## src/rtl/pp_pkg.sv

```systemverilog
package pp_pkg;

    // Controller states
    typedef enum logic {
        ST_PRIME = 1'b0,   // waiting for the first window after reset
        ST_RUN   = 1'b1    // evaluating the held window on every strobe
    } ctrl_state_t;

    // Tracker decision for one bit
    typedef enum logic [1:0] {
        STEP_HOLD = 2'd0,
        STEP_UP   = 2'd1,
        STEP_DOWN = 2'd2
    } step_t;

endpackage

```

## src/rtl/pp_hold_reg.sv

```systemverilog
module pp_hold_reg #(
    parameter int N_TAP = 32
) (
    input  logic             clk,
    input  logic             rst,
    input  logic             cap_en,
    input  logic [N_TAP-1:0] win_in,
    output logic [N_TAP-1:0] held,
    output logic             prev_last
);

    // On capture, the last sample of the outgoing window is kept so that
    // the boundary edge of the incoming window can be evaluated later.
    always_ff @(posedge clk) begin
        if (rst) begin
            held      <= '0;
            prev_last <= 1'b0;
        end else if (cap_en) begin
            prev_last <= held[N_TAP-1];
            held      <= win_in;
        end
    end

endmodule

```

## src/rtl/pp_edge_find.sv

```systemverilog
module pp_edge_find #(
    parameter int N_TAP     = 32,
    parameter int NOISE_MAX = 2
) (
    input  logic [N_TAP-1:0] held,
    input  logic             prev_last,
    output logic [N_TAP-1:0] edges,
    output logic             noisy
);

    localparam int CNT_W = $clog2(N_TAP + 1);

    logic [CNT_W-1:0] edge_cnt;

    // Transition between neighbouring samples; position 0 looks back
    // into the previous window.
    genvar p;
    generate
        for (p = 0; p < N_TAP; p++) begin : g_xor
            if (p == 0) begin : g_wrap
                assign edges[p] = held[p] ^ prev_last;
            end else begin : g_inner
                assign edges[p] = held[p] ^ held[p-1];
            end
        end
    endgenerate

    always_comb begin
        edge_cnt = '0;
        for (int i = 0; i < N_TAP; i++) begin
            edge_cnt = edge_cnt + CNT_W'(edges[i]);
        end
    end

    assign noisy = (edge_cnt > CNT_W'(NOISE_MAX));

endmodule

```

## src/rtl/pp_track.sv

```systemverilog
module pp_track
    import pp_pkg::*;
#(
    parameter int N_TAP    = 32,
    parameter int DIST_MAX = 8
) (
    input  logic [N_TAP-1:0]         edges,
    input  logic                     noisy,
    input  logic [$clog2(N_TAP)-1:0] trk_q,
    output step_t                    step,
    output logic [$clog2(N_TAP)-1:0] trk_next
);

    localparam int IDX_W = $clog2(N_TAP);

    logic [IDX_W:0] best_mag;
    logic           hit_up;
    logic           hit_dn;
    logic           any_hit;

    // Nearest accepted edge, seen from the tracked position, on the circle.
    always_comb begin
        logic [IDX_W-1:0] off;
        logic [IDX_W-1:0] mag;
        best_mag = '1;
        hit_up   = 1'b0;
        hit_dn   = 1'b0;
        any_hit  = 1'b0;
        for (int p = 0; p < N_TAP; p++) begin
            off = IDX_W'(p) - trk_q;
            mag = off[IDX_W-1] ? (IDX_W'(0) - off) : off;
            if (edges[p] && !noisy && ({1'b0, mag} <= (IDX_W+1)'(DIST_MAX))) begin
                any_hit = 1'b1;
                if ({1'b0, mag} < best_mag) begin
                    best_mag = {1'b0, mag};
                    hit_up   = !off[IDX_W-1];
                    hit_dn   = off[IDX_W-1];
                end else if ({1'b0, mag} == best_mag) begin
                    hit_up   = hit_up | !off[IDX_W-1];
                    hit_dn   = hit_dn | off[IDX_W-1];
                end
            end
        end
    end

    always_comb begin
        if (!any_hit || (best_mag == '0) || (hit_up && hit_dn)) begin
            step = STEP_HOLD;
        end else if (hit_up) begin
            step = STEP_UP;
        end else begin
            step = STEP_DOWN;
        end
    end

    always_comb begin
        unique case (step)
            STEP_UP:   trk_next = trk_q + IDX_W'(1);
            STEP_DOWN: trk_next = trk_q - IDX_W'(1);
            default:   trk_next = trk_q;
        endcase
    end

endmodule

```

## src/rtl/pp_ctrl.sv

```systemverilog
module pp_ctrl
    import pp_pkg::*;
(
    input  logic clk,
    input  logic rst,
    input  logic win_stb,
    output logic cap_en,
    output logic eval_en
);

    ctrl_state_t state_q;
    ctrl_state_t state_d;

    // State register
    always_ff @(posedge clk) begin
        if (rst) begin
            state_q <= ST_PRIME;
        end else begin
            state_q <= state_d;
        end
    end

    // Transitions: prime (ST_PRIME -> ST_RUN), advance (ST_RUN -> ST_RUN)
    always_comb begin
        state_d = state_q;
        unique case (state_q)
            ST_PRIME: if (win_stb) state_d = ST_RUN;
            ST_RUN:   state_d = ST_RUN;
        endcase
    end

    // Outputs
    always_comb begin
        cap_en  = 1'b0;
        eval_en = 1'b0;
        unique case (state_q)
            ST_PRIME: begin
                cap_en = win_stb;
            end
            ST_RUN: begin
                cap_en  = win_stb;
                eval_en = win_stb;
            end
        endcase
    end

endmodule

```

## src/rtl/phase_picker.sv

```systemverilog
module phase_picker
    import pp_pkg::*;
#(
    parameter int N_TAP     = 32,
    parameter int DIST_MAX  = 8,
    parameter int NOISE_MAX = 2
) (
    input  logic                     clk,
    input  logic                     rst,
    input  logic                     win_stb,
    input  logic [N_TAP-1:0]         win_data,
    output logic                     bit_out,
    output logic                     bit_valid,
    output logic [$clog2(N_TAP)-1:0] tap_idx
);

    localparam int IDX_W = $clog2(N_TAP);
    localparam logic [IDX_W-1:0] HALF = IDX_W'(N_TAP / 2);

    logic [N_TAP-1:0] held;
    logic             prev_last;
    logic [N_TAP-1:0] edges;
    logic             noisy;
    step_t            step;
    logic [IDX_W-1:0] trk_q;
    logic [IDX_W-1:0] trk_next;
    logic [IDX_W-1:0] tap_next;
    logic             cap_en;
    logic             eval_en;

    pp_ctrl u_ctrl (
        .clk     (clk),
        .rst     (rst),
        .win_stb (win_stb),
        .cap_en  (cap_en),
        .eval_en (eval_en)
    );

    pp_hold_reg #(.N_TAP(N_TAP)) u_hold (
        .clk       (clk),
        .rst       (rst),
        .cap_en    (cap_en),
        .win_in    (win_data),
        .held      (held),
        .prev_last (prev_last)
    );

    pp_edge_find #(.N_TAP(N_TAP), .NOISE_MAX(NOISE_MAX)) u_edge (
        .held      (held),
        .prev_last (prev_last),
        .edges     (edges),
        .noisy     (noisy)
    );

    pp_track #(.N_TAP(N_TAP), .DIST_MAX(DIST_MAX)) u_trk (
        .edges    (edges),
        .noisy    (noisy),
        .trk_q    (trk_q),
        .step     (step),
        .trk_next (trk_next)
    );

    // Mid-eye tap, half a bit away from the tracked edge
    assign tap_next = trk_next + HALF;

    always_ff @(posedge clk) begin
        if (rst) begin
            trk_q     <= '0;
            bit_out   <= 1'b0;
            bit_valid <= 1'b0;
            tap_idx   <= HALF;
        end else begin
            bit_valid <= eval_en;
            if (eval_en) begin
                trk_q   <= trk_next;
                tap_idx <= tap_next;
                bit_out <= held[tap_next];
            end
        end
    end

endmodule

```

## config.mk

```make
export PLATFORM = sky130hd
export DESIGN_NAME = phase_picker
export DESIGN_NICKNAME = d
export VERILOG_FILES = /design/src/rtl/pp_pkg.sv /design/src/rtl/pp_hold_reg.sv /design/src/rtl/pp_edge_find.sv /design/src/rtl/pp_track.sv /design/src/rtl/pp_ctrl.sv /design/src/rtl/phase_picker.sv
export SDC_FILE = /design/constraint.sdc
export NUM_CORES = 1
export LEC_CHECK = 0
export ABC_CLOCK_PERIOD_IN_PS = 61500
export BUFFER_PORTS_ARGS = -buffer_cell sky130_fd_sc_hd__buf_4
export CAP_MARGIN = 0
export CORE_MARGIN = 5
export CORE_UTILIZATION = 28
export CTS_CLUSTER_DIAMETER = 120
export CTS_CLUSTER_SIZE = 30
export DETAILED_ROUTE_END_ITERATION = 6
export PLACE_DENSITY = 0.4
export SLEW_MARGIN = 40
export SYNTH_ARGS = -nofsm -noshare
export SYNTH_HDL_FRONTEND = slang
export SYNTH_SLANG_ARGS = --single-unit
```

## constraint.sdc

```tcl
create_clock -name clk -period 61.5 [get_ports clk]
set_input_delay 12.3 -clock clk [delete_from_list [all_inputs] [get_ports clk]]
set_output_delay 12.3 -clock clk [all_outputs]
set_load 0.02 [all_outputs]
```

# Word level (Yosys, flattened, before mapping)
# Cells that the tools add are included.
# W data, S select, Z words.
dict set report totals {
  wordCells 727
  register_bits 46
  output_inout_bits 7
}
dict set report op_classes {
  n_addsub 98
  magnitude_cmp 66
  n_reduce_logical 102
  n_mux 326
  bitwise_logic 95
  n_eq_ne 33
}
# op n
set op_table {}
lappend op_table {{$mux W6} 64}
lappend op_table {{$mux W1} 225}
lappend op_table {{$eq A5 B6 Y1} 31}
lappend op_table {{$lt A5 B6 Y1} 31}
lappend op_table {{$add A6 B1 Y6} 30}
lappend op_table {{$sub A1 B5 Y5 const A} 34}
lappend op_table {{$le A5 B4 Y1 const B} 32}
lappend op_table {{$mux W5} 32}
lappend op_table {{$sub A5 B5 Y5 const A} 16}
lappend op_table {{$logic_and A1 B1 Y1} 65}
lappend op_table {{$or A1 B1 Y1} 62}
lappend op_table {{$sub A4 B5 Y5 const A} 8}
lappend op_table {{$logic_not A1 Y1} 34}
lappend op_table {{$xor A1 B1 Y1} 32}
lappend op_table {{$sub A3 B5 Y5 const A} 4}
lappend op_table {{$lt A5 B6 Y1 const B} 2}
lappend op_table {{$pmux W5 S2} 1}
lappend op_table {{$sub A2 B5 Y5 const A} 2}
lappend op_table {{$gt A6 B2 Y1 const B} 1}
lappend op_table {{$logic_not A6 Y1} 1}
lappend op_table {{$add A5 B1 Y5 const B} 1}
lappend op_table {{$add A5 B5 Y5 const B} 1}
lappend op_table {{$bmux W1 S5} 1}
lappend op_table {{$sub A5 B1 Y5 const B} 1}
lappend op_table {{other kinds (7)} 9}

# Depth between registers and ports, before layout
# Gate-level depths: netlist (run 1).
dict set report logic_depth {
  depth_word 169
  mapped_depth 287
}

# Cells and area by module
# Synthesis (run 1) repeated with hierarchy kept, for this count alone.
dict set report hier_totals {
  hier_cells 2170
  area_unflattened_um2 16074.2
}
# mod seq_area_each_um2 area_per_inst_um2 instances cells_per_inst
set by_module_without_submodules {}
lappend by_module_without_submodules {pp_track 0.0 13180.1 1 1898}
lappend by_module_without_submodules {pp_hold_reg 660.6 1202.4 1 107}
lappend by_module_without_submodules {pp_edge_find 0.0 1024.7 1 105}
lappend by_module_without_submodules {phase_picker 160.2 623.1 1 56}
lappend by_module_without_submodules {pp_ctrl 20.0 43.8 1 4}

# Worst setup path after synthesis (run 1)
# OpenSTA, ideal clock, no wires.
dict set report synth_path {
  path_type {reg-to-reg}
  from {reg u_hold.held[0]}
  to {reg bit_out}
  arrival_time_ns 50.558
  slack_ns 10.807
  path_stages_with_launch 252
  n_path_buf 15
  synth_period_minus_slack_ns 50.693
  path_cell_list {dfxtp_1 xnor2_1 inv_1 ha_1 fa_1 fa_1 fa_1 fa_1 inv_1 fa_1 fa_1 inv_1 fa_1 inv_1 fa_1 a211o_1 a2111o_1 buf_4 [... 216 more ...] or2_1 buf_2 mux2_2 ha_1 and3_1 a221oi_1 a21oi_1 or2_0 clkbuf_1 o21a_1 a21oi_2 a211oi_2 fa_1 buf_1 mux4_2 o311a_1 a221oi_2 o221ai_1}
}
dict set report synth_via {
  elab_chain_len 169
  word_cells_on_any_way 519
  classes_between {add/sub: 32; order compare: 32; eq/ne: 33; mux: 288; bitwise: 64; reduce/logical: 70}
}
# item line_no
set synth_rtl {}
lappend synth_rtl {{start, declared} pp_hold_reg.sv:8} ;# output logic [N_TAP-1:0] held,
lappend synth_rtl {{start signal, assigned} pp_hold_reg.sv:20} ;# held <= win_in;
lappend synth_rtl {{parallel branches: the longest is 167 deep, another holds $add A6 B1 Y6} -}
lappend synth_rtl {{$bmux W1 S5 (*)} phase_picker.sv:77} ;# bit_out <= held[tap_next];
lappend synth_rtl {{$mux W1 (not written as such) (*)} phase_picker.sv:77}
lappend synth_rtl {{end signal, assigned} phase_picker.sv:77}
lappend synth_rtl {{end, declared} phase_picker.sv:12} ;# output logic bit_out,
# Mark *: on every way between the ends. The select of a mux whose other input is x is not followed.
# A chain may end at the register's enable or synchronous reset.

# Final worst setup path (run 1)
dict set report layout_path {
  from {reg u_hold.held[3]}
  to {reg bit_out}
}
dict set report layout_via {
  elab_chain_len 167
  word_cells_on_any_way 517
  classes_between {add/sub: 30; order compare: 32; eq/ne: 33; mux: 288; bitwise: 64; reduce/logical: 70}
}
# item line_no
set layout_rtl {}
lappend layout_rtl {{parallel branches: the longest is 165 deep, another holds $add A6 B1 Y6} -}
lappend layout_rtl {{$bmux W1 S5 (*)} phase_picker.sv:77}
lappend layout_rtl {{$mux W1 (not written as such) (*)} phase_picker.sv:77}
# Marks and branches as above.

==> summary.txt, run 1 <==
Run status - finished, final reports clean
Worst-Margin Slew - 0.915 ns
Post-route setup slack - 4.04 ns
Die area - 0.0649 mm2
Yosys reg bits - 42
Yosys cell types - 125
Via density per instance - 5.94
Hold Fails Final Rpt - 0
Area contributors post-synth - xnor2_1 (9.9%), ha_1 (9.4%), nor2_1 (5.2%)
Maximum clock frequency - 17.4 MHz
Global-route wire length before repair - 116 mm
Port bufs - 41
Max-slew violations - 0
Total global-route track usage - 0.230
Reg2reg start - u_hold.held[3]$_SDFFE_PP0P_
Die Span X - 255 um
Area Growth Syn to Fin - 10.8%
CP Launch Type - flip-flop
GP Congestion - 0.968
Vias post-DR - 18,600
Max incr delay on CP - 0.79 ns
Post-DRT Antenna Nets - 0
Top cell type's share of synthesized area - 0.0986
CTS tree - done
CP most frequent cell - ha_1
Drc violations - 0
Worst rel slew slack - 0.385
Post-synth ARST share - 0
Worst path slowest cell - fa_2
Synthesized cell area - 0.0168 mm2
Hold Path Origin - u_ctrl.state_q$_SDFF_PP0_
Clk root buf - clkbuf_16
Die Y - 255 um
Fin cells - 3,123
Final setup skew - 0.00632 ns
Drt pass-1 iters - 7
Post-synth net total - 2,525
CTS buffer count - 5
CP max FO - 16
Sequential area share after synthesis - 0.0501
Post-DP HPWL - 63.0 mm
CP Data Arrival Time - 57.61 ns
Setup Viol. Count Final - 0
DRT Wirelength - 78.7 mm
# IOs - 42
Worst-Skew Late Latency - 0.29 ns
WP data required - 61.65 ns
Post-synth EDFFs - 0
Synth area leader - xnor2_1
Core Area - 0.0592 mm2
Min-Delay Path Class - flip-flop to flip-flop
Commonest non-fill, non-tap cells in the layout - nor2_1 (232), nand2_1 (232), xnor2_1 (173)
Initial antenna violation count - 0
DR WL/cell - 25.2 um
Most used DFF post-synth - dfxtp_1
CTS clk-pin slew, worst paths - 0.06 ns
Initial core utilization - 0.283
Max_cap viols - 0
Vias in the first global route - 17,900
Crit. End Element - flip-flop
Largest net degree at the start of global routing - 46
Max H-tree Level - 2
Total gr overflow - 0
Avg Cell Area, Syn - 7.18 um2
Placed cells - 3,110
Post-Syn Instances - 2,339
Clock sink total - 42
Setup CP Type - flip-flop to flip-flop
Layout cells sized above 1 - 0.128
Initial DRC count - 1,402
Crit. Startpoint - u_hold.held[3]$_SDFFE_PP0P_
Post-place setup slack - 2.91 ns
Longest Clk Path Bufs - 2
Tmin final - 57.46 ns
Synth warnings - 0
Total Nets Final - 2,534
Hold_buf cts - 0
Final Cycle Share - 0.934
Site row count - 89
[layer usage]
layer  wire (um)  GRT usage
met5           0          0
met4        3400     0.0859
met3        4220     0.0323
met2       36600      0.389
met1       34500      0.299
[layout make-up]
| cell class | instances | area (um2) |
|---|---|---|
| Timing Repair Buffer | 113 | 848 |
| Clock buffer | 7 | 154 |
| Fill cell | 6493 | 40600 |
| Multi-Input combinational cell | 2068 | 15300 |
| Tap cell | 773 | 967 |
| Sequential cell | 42 | 847 |
| Clock inverter | 1 | 7.51 |
| Inverter | 118 | 443 |
| Antenna cell | 1 | 2.50 |
[final timing paths]
check | slack (ns) | to | cells after the start
worst max register to register | 4.04 | bit_out$_SDFFE_PP0P_ | 240
worst min register to register | 0.51 | u_ctrl.state_q$_SDFF_PP0_ | 2
worst max-delay path | 4.04 | bit_out$_SDFFE_PP0P_ | 240
worst min-delay path | 0.51 | u_ctrl.state_q$_SDFF_PP0_ | 2
[cells by family (layout without fill, tap and decap cells)]
logic type | Yosys count | after routing | synth area share
compound gates | 728 | 728 | 0.313
xor+xnor | 236 | 236 | 0.123
fa+ha+maj | 154 | 154 | 0.126
buf+inv | 229 | 239 | 0.0567
flops | 42 | 42 | 0.0501
mux | 132 | 132 | 0.0931
other cells | 0 | 1 | 0
simple gates | 818 | 818 | 0.238
[Yosys cell counts, types with 18 or more instances]
cell and instances:
a211o_1 18, nand2b_1 18, mux2_2 23, nor4_1 36, nand2_1 232, o22ai_1 22
nand3_1 54, a211oi_1 34, inv_1 109, nor2_1 233, mux2i_1 86, or3_1 24
a31oi_1 28, o21ai_0 113, a21oi_1 159, o21a_1 18, and2_1 21, fa_1 25
nor3_1 55, dfxtp_1 42, xor2_1 47, a21o_1 36, o211ai_1 40, xnor2_1 189
o21ai_1 20, nand4_1 25, clkbuf_1 66, ha_1 126
[per-stage QoR]
stage | setup TNS [ns] | util | cell area, um2 | hold slack (ns)
6_report | 0 | 0.314 | 18600 | 0.508
5_1_grt | -0.0417 | 0.314 | 18600 | 0.547
4_1_cts | 0 | 0.310 | 18400 | 0.503
3_5_place_dp | 0 | 0.307 | 18200 | 0.491
3_3_place_gp | 0 | 0.305 | 18100 | 0.491
2_1_floorplan | 0 | - | 16800 | 0.472
[timing repair]
| action | in CTS | in global routing |
|---|---|---|
| setup buffers | 0 | 4 |
| resized for setup | 0 | 27 |
| setup endpoints to repair | 0 | 7 |
[registers in the layout, summed over array words and instances (netlist names), named ones only]
register and flops:
u_ctrl.state_q 1, u_hold.held 32, u_hold.prev_last 1, bit_valid 1
bit_out 1, tap_idx 5
[worst max-delay path, delay by kind of cell (launching register included)]
family	cells	cell delay, ns
AO/OA/AOI/OAI	104	22.78
adder cells (fa/ha/maj)	41	14.00
AND/OR/NAND/NOR	61	12.42
multiplexers	15	5.32
buffers and inverters	18	1.46
XOR/XNOR	1	0.68
flip-flops	1	0.48
Power of run 1 is not shown: default switching activity piles up to over one toggle a cycle in this logic, so the estimate is an artifact.
==> run 2, diff against run 1 <==
- REMOVE_ABC_BUFFERS: default -> 1
==> run 2 against run 1 <==
Setup slack better by 0.27 ns. Final cell count hardly changed. Utilization is 0.085 points lower. Worst hold slack better by 0.032 ns. Register-to-register slack better by 0.27 ns. Count of clock-buffer cells in the layout is 1 higher. First-iteration DRC count is 5.1% higher. Global-route usage is 0.40 points higher. Via count is 1.3% higher. Flip-flop and latch count stayed put. Sequential share of layout area hardly changed. Highest routed layer unchanged. Critical path depth is 6 higher.
==> summary.txt, run 2 (same netlist as run 1, synthesis figures left out) <==
Run status - finished, final reports clean
Drc violations - 0
Commonest non-fill, non-tap cells in the layout - nor2_1 (232), nand2_1 (232), xnor2_1 (173)
Layout cells sized above 1 - 0.127
Crit path max-delay family - compound AO/OA/AOI/OAI gates
Core Area - 0.0592 mm2
Worst-Skew Late Latency - 0.29 ns
M1 WL - 35.6 mm
Hold Fails Final Rpt - 0
Met2 Wirelength - 37.8 mm
CTS buffer count - 5
CP Launch Type - flip-flop
Crit. End Element - flip-flop
Max FFs per register - 32
CTS clk-pin slew, worst paths - 0.07 ns
Final Cycle Share - 0.930
Setup CP Type - flip-flop to flip-flop
CP most frequent cell - ha_1
Max_cap viols - 0
CP Data Arrival Time - 57.34 ns
CTS tree - done
Placed cells - 3,107
Max-slew violations - 0
Fin cells - 3,126
Max H-tree Level - 2
Total Nets Final - 2,537
Initial DRC count - 1,474
Worst-Margin Slew - 0.890 ns
Die Y - 255 um
Setup Viol. Count Final - 0
Drt pass-1 iters - 6
Global-route wire length before repair - 118 mm
Total global-route track usage - 0.234
Initial core utilization - 0.283
Worst path slowest cell - fa_2
Top layer reached by signal wires - met4
Min-Delay Path Class - flip-flop to flip-flop
Area Growth Syn to Fin - 10.5%
Post-DP HPWL - 63.7 mm
Largest net degree at the start of global routing - 46
Post-DRT Antenna Nets - 0
Max incr delay on CP - 0.79 ns
DR WL/cell - 25.3 um
Tmin final - 57.18 ns
Initial antenna violation count - 0
Port bufs - 41
Vias post-DR - 18,800
Vias in the first global route - 18,100
Die area - 0.0649 mm2
Site row count - 89
Longest Clk Path Bufs - 2
Clk root buf - clkbuf_16
WP data required - 61.66 ns
GP Congestion - 0.998
Reg with most FFs - u_hold.held
Via density per instance - 6.02
Die Span X - 255 um
Total gr overflow - 0
Wire length on met3 - 3.25 mm
# IOs - 42
Buffers & Inverters on Critical Path - 22
Worst rel slew slack - 0.407
Largest regs - u_hold.held x32, tap_idx x5
DRT Wirelength - 79.2 mm
Final setup skew - 0.00776 ns
Fillers - 6,528
Clock sink total - 42
Maximum clock frequency - 17.5 MHz
CP max FO - 29
-- run 2: cell types whose count changed in the layout (fill, tap and decap cells not counted), moves of 2 or more --
cell | before | now
mux2i_2 | 3 | 1
nor3_4 | 2 | 0
clkbuf_1 | 1 | 3
buf_4 | 113 | 116
nor3_2 | 4 | 6
mux2i_1 | 83 | 85
a211oi_4 | 4 | 1
a211oi_2 | 2 | 4
-- run 2: worst min-delay path, stage by stage (launching register included) --
cell and delay (ns):
dfxtp_1 0.34, a21oi_1 0.05, o21bai_1 0.12
-- run 2: area by class of cell --
cell class | instances | area [um2] | share of cell area
inverters | 118 | 443 | 0.0239
repair buffers | 116 | 871 | 0.0470
well taps | 773 | 967 | 0.0521
multi-input cells | 2068 | 15300 | 0.824
flip-flops and latches | 42 | 847 | 0.0457
diodes | 1 | 2.50 | 0.000135
clock buffers | 8 | 136 | 0.00735
-- run 2: timing repair --
| item | CTS | global route |
|---|---|---|
| resized for setup | 0 | 19 |
| hold buffers | 0 | 0 |
| setup buffers | 0 | 10 |
| endpoints found under the setup margin | 0 | 7 |
-- run 2: metrics by stage --
step / setup slack [ns] / setup TNS (ns) / hold WS [ns] / area (um2) / util
after floorplan: 10.22 / 0 / 0.470 / 16300 / -
after global placement: 3.93 / 0 / 0.524 / 18100 / 0.305
after detailed placement: 2.47 / 0 / 0.527 / 18200 / 0.307
after CTS: 2.25 / 0 / 0.545 / 18300 / 0.309
after global routing: -0.00229 / -0.00229 / 0.567 / 18500 / 0.313
final: 4.32 / 0 / 0.540 / 18500 / 0.313
-- run 2: path summary, 6_finish.rpt --
check	cells after the start	endpoint	start	slack (ns)
setup / recovery	246	bit_out$_SDFFE_PP0P_	u_hold.held[0]$_SDFFE_PP0P_	4.32
hold / removal	2	tap_idx[4]$_SDFFE_PP1P_	tap_idx[4]$_SDFFE_PP1P_	0.54
setup reg to reg	246	bit_out$_SDFFE_PP0P_	u_hold.held[0]$_SDFFE_PP0P_	4.32
hold reg to reg	2	tap_idx[4]$_SDFFE_PP1P_	tap_idx[4]$_SDFFE_PP1P_	0.54
-- run 2: routing by layer --
layer	GRT usage	up-vias
li1	-	8772
met1	0.314	9323
met2	0.407	598
met3	0.0161	119
met4	0.0661	0
met5	0	-
Power of run 2 is left out for the same reason.
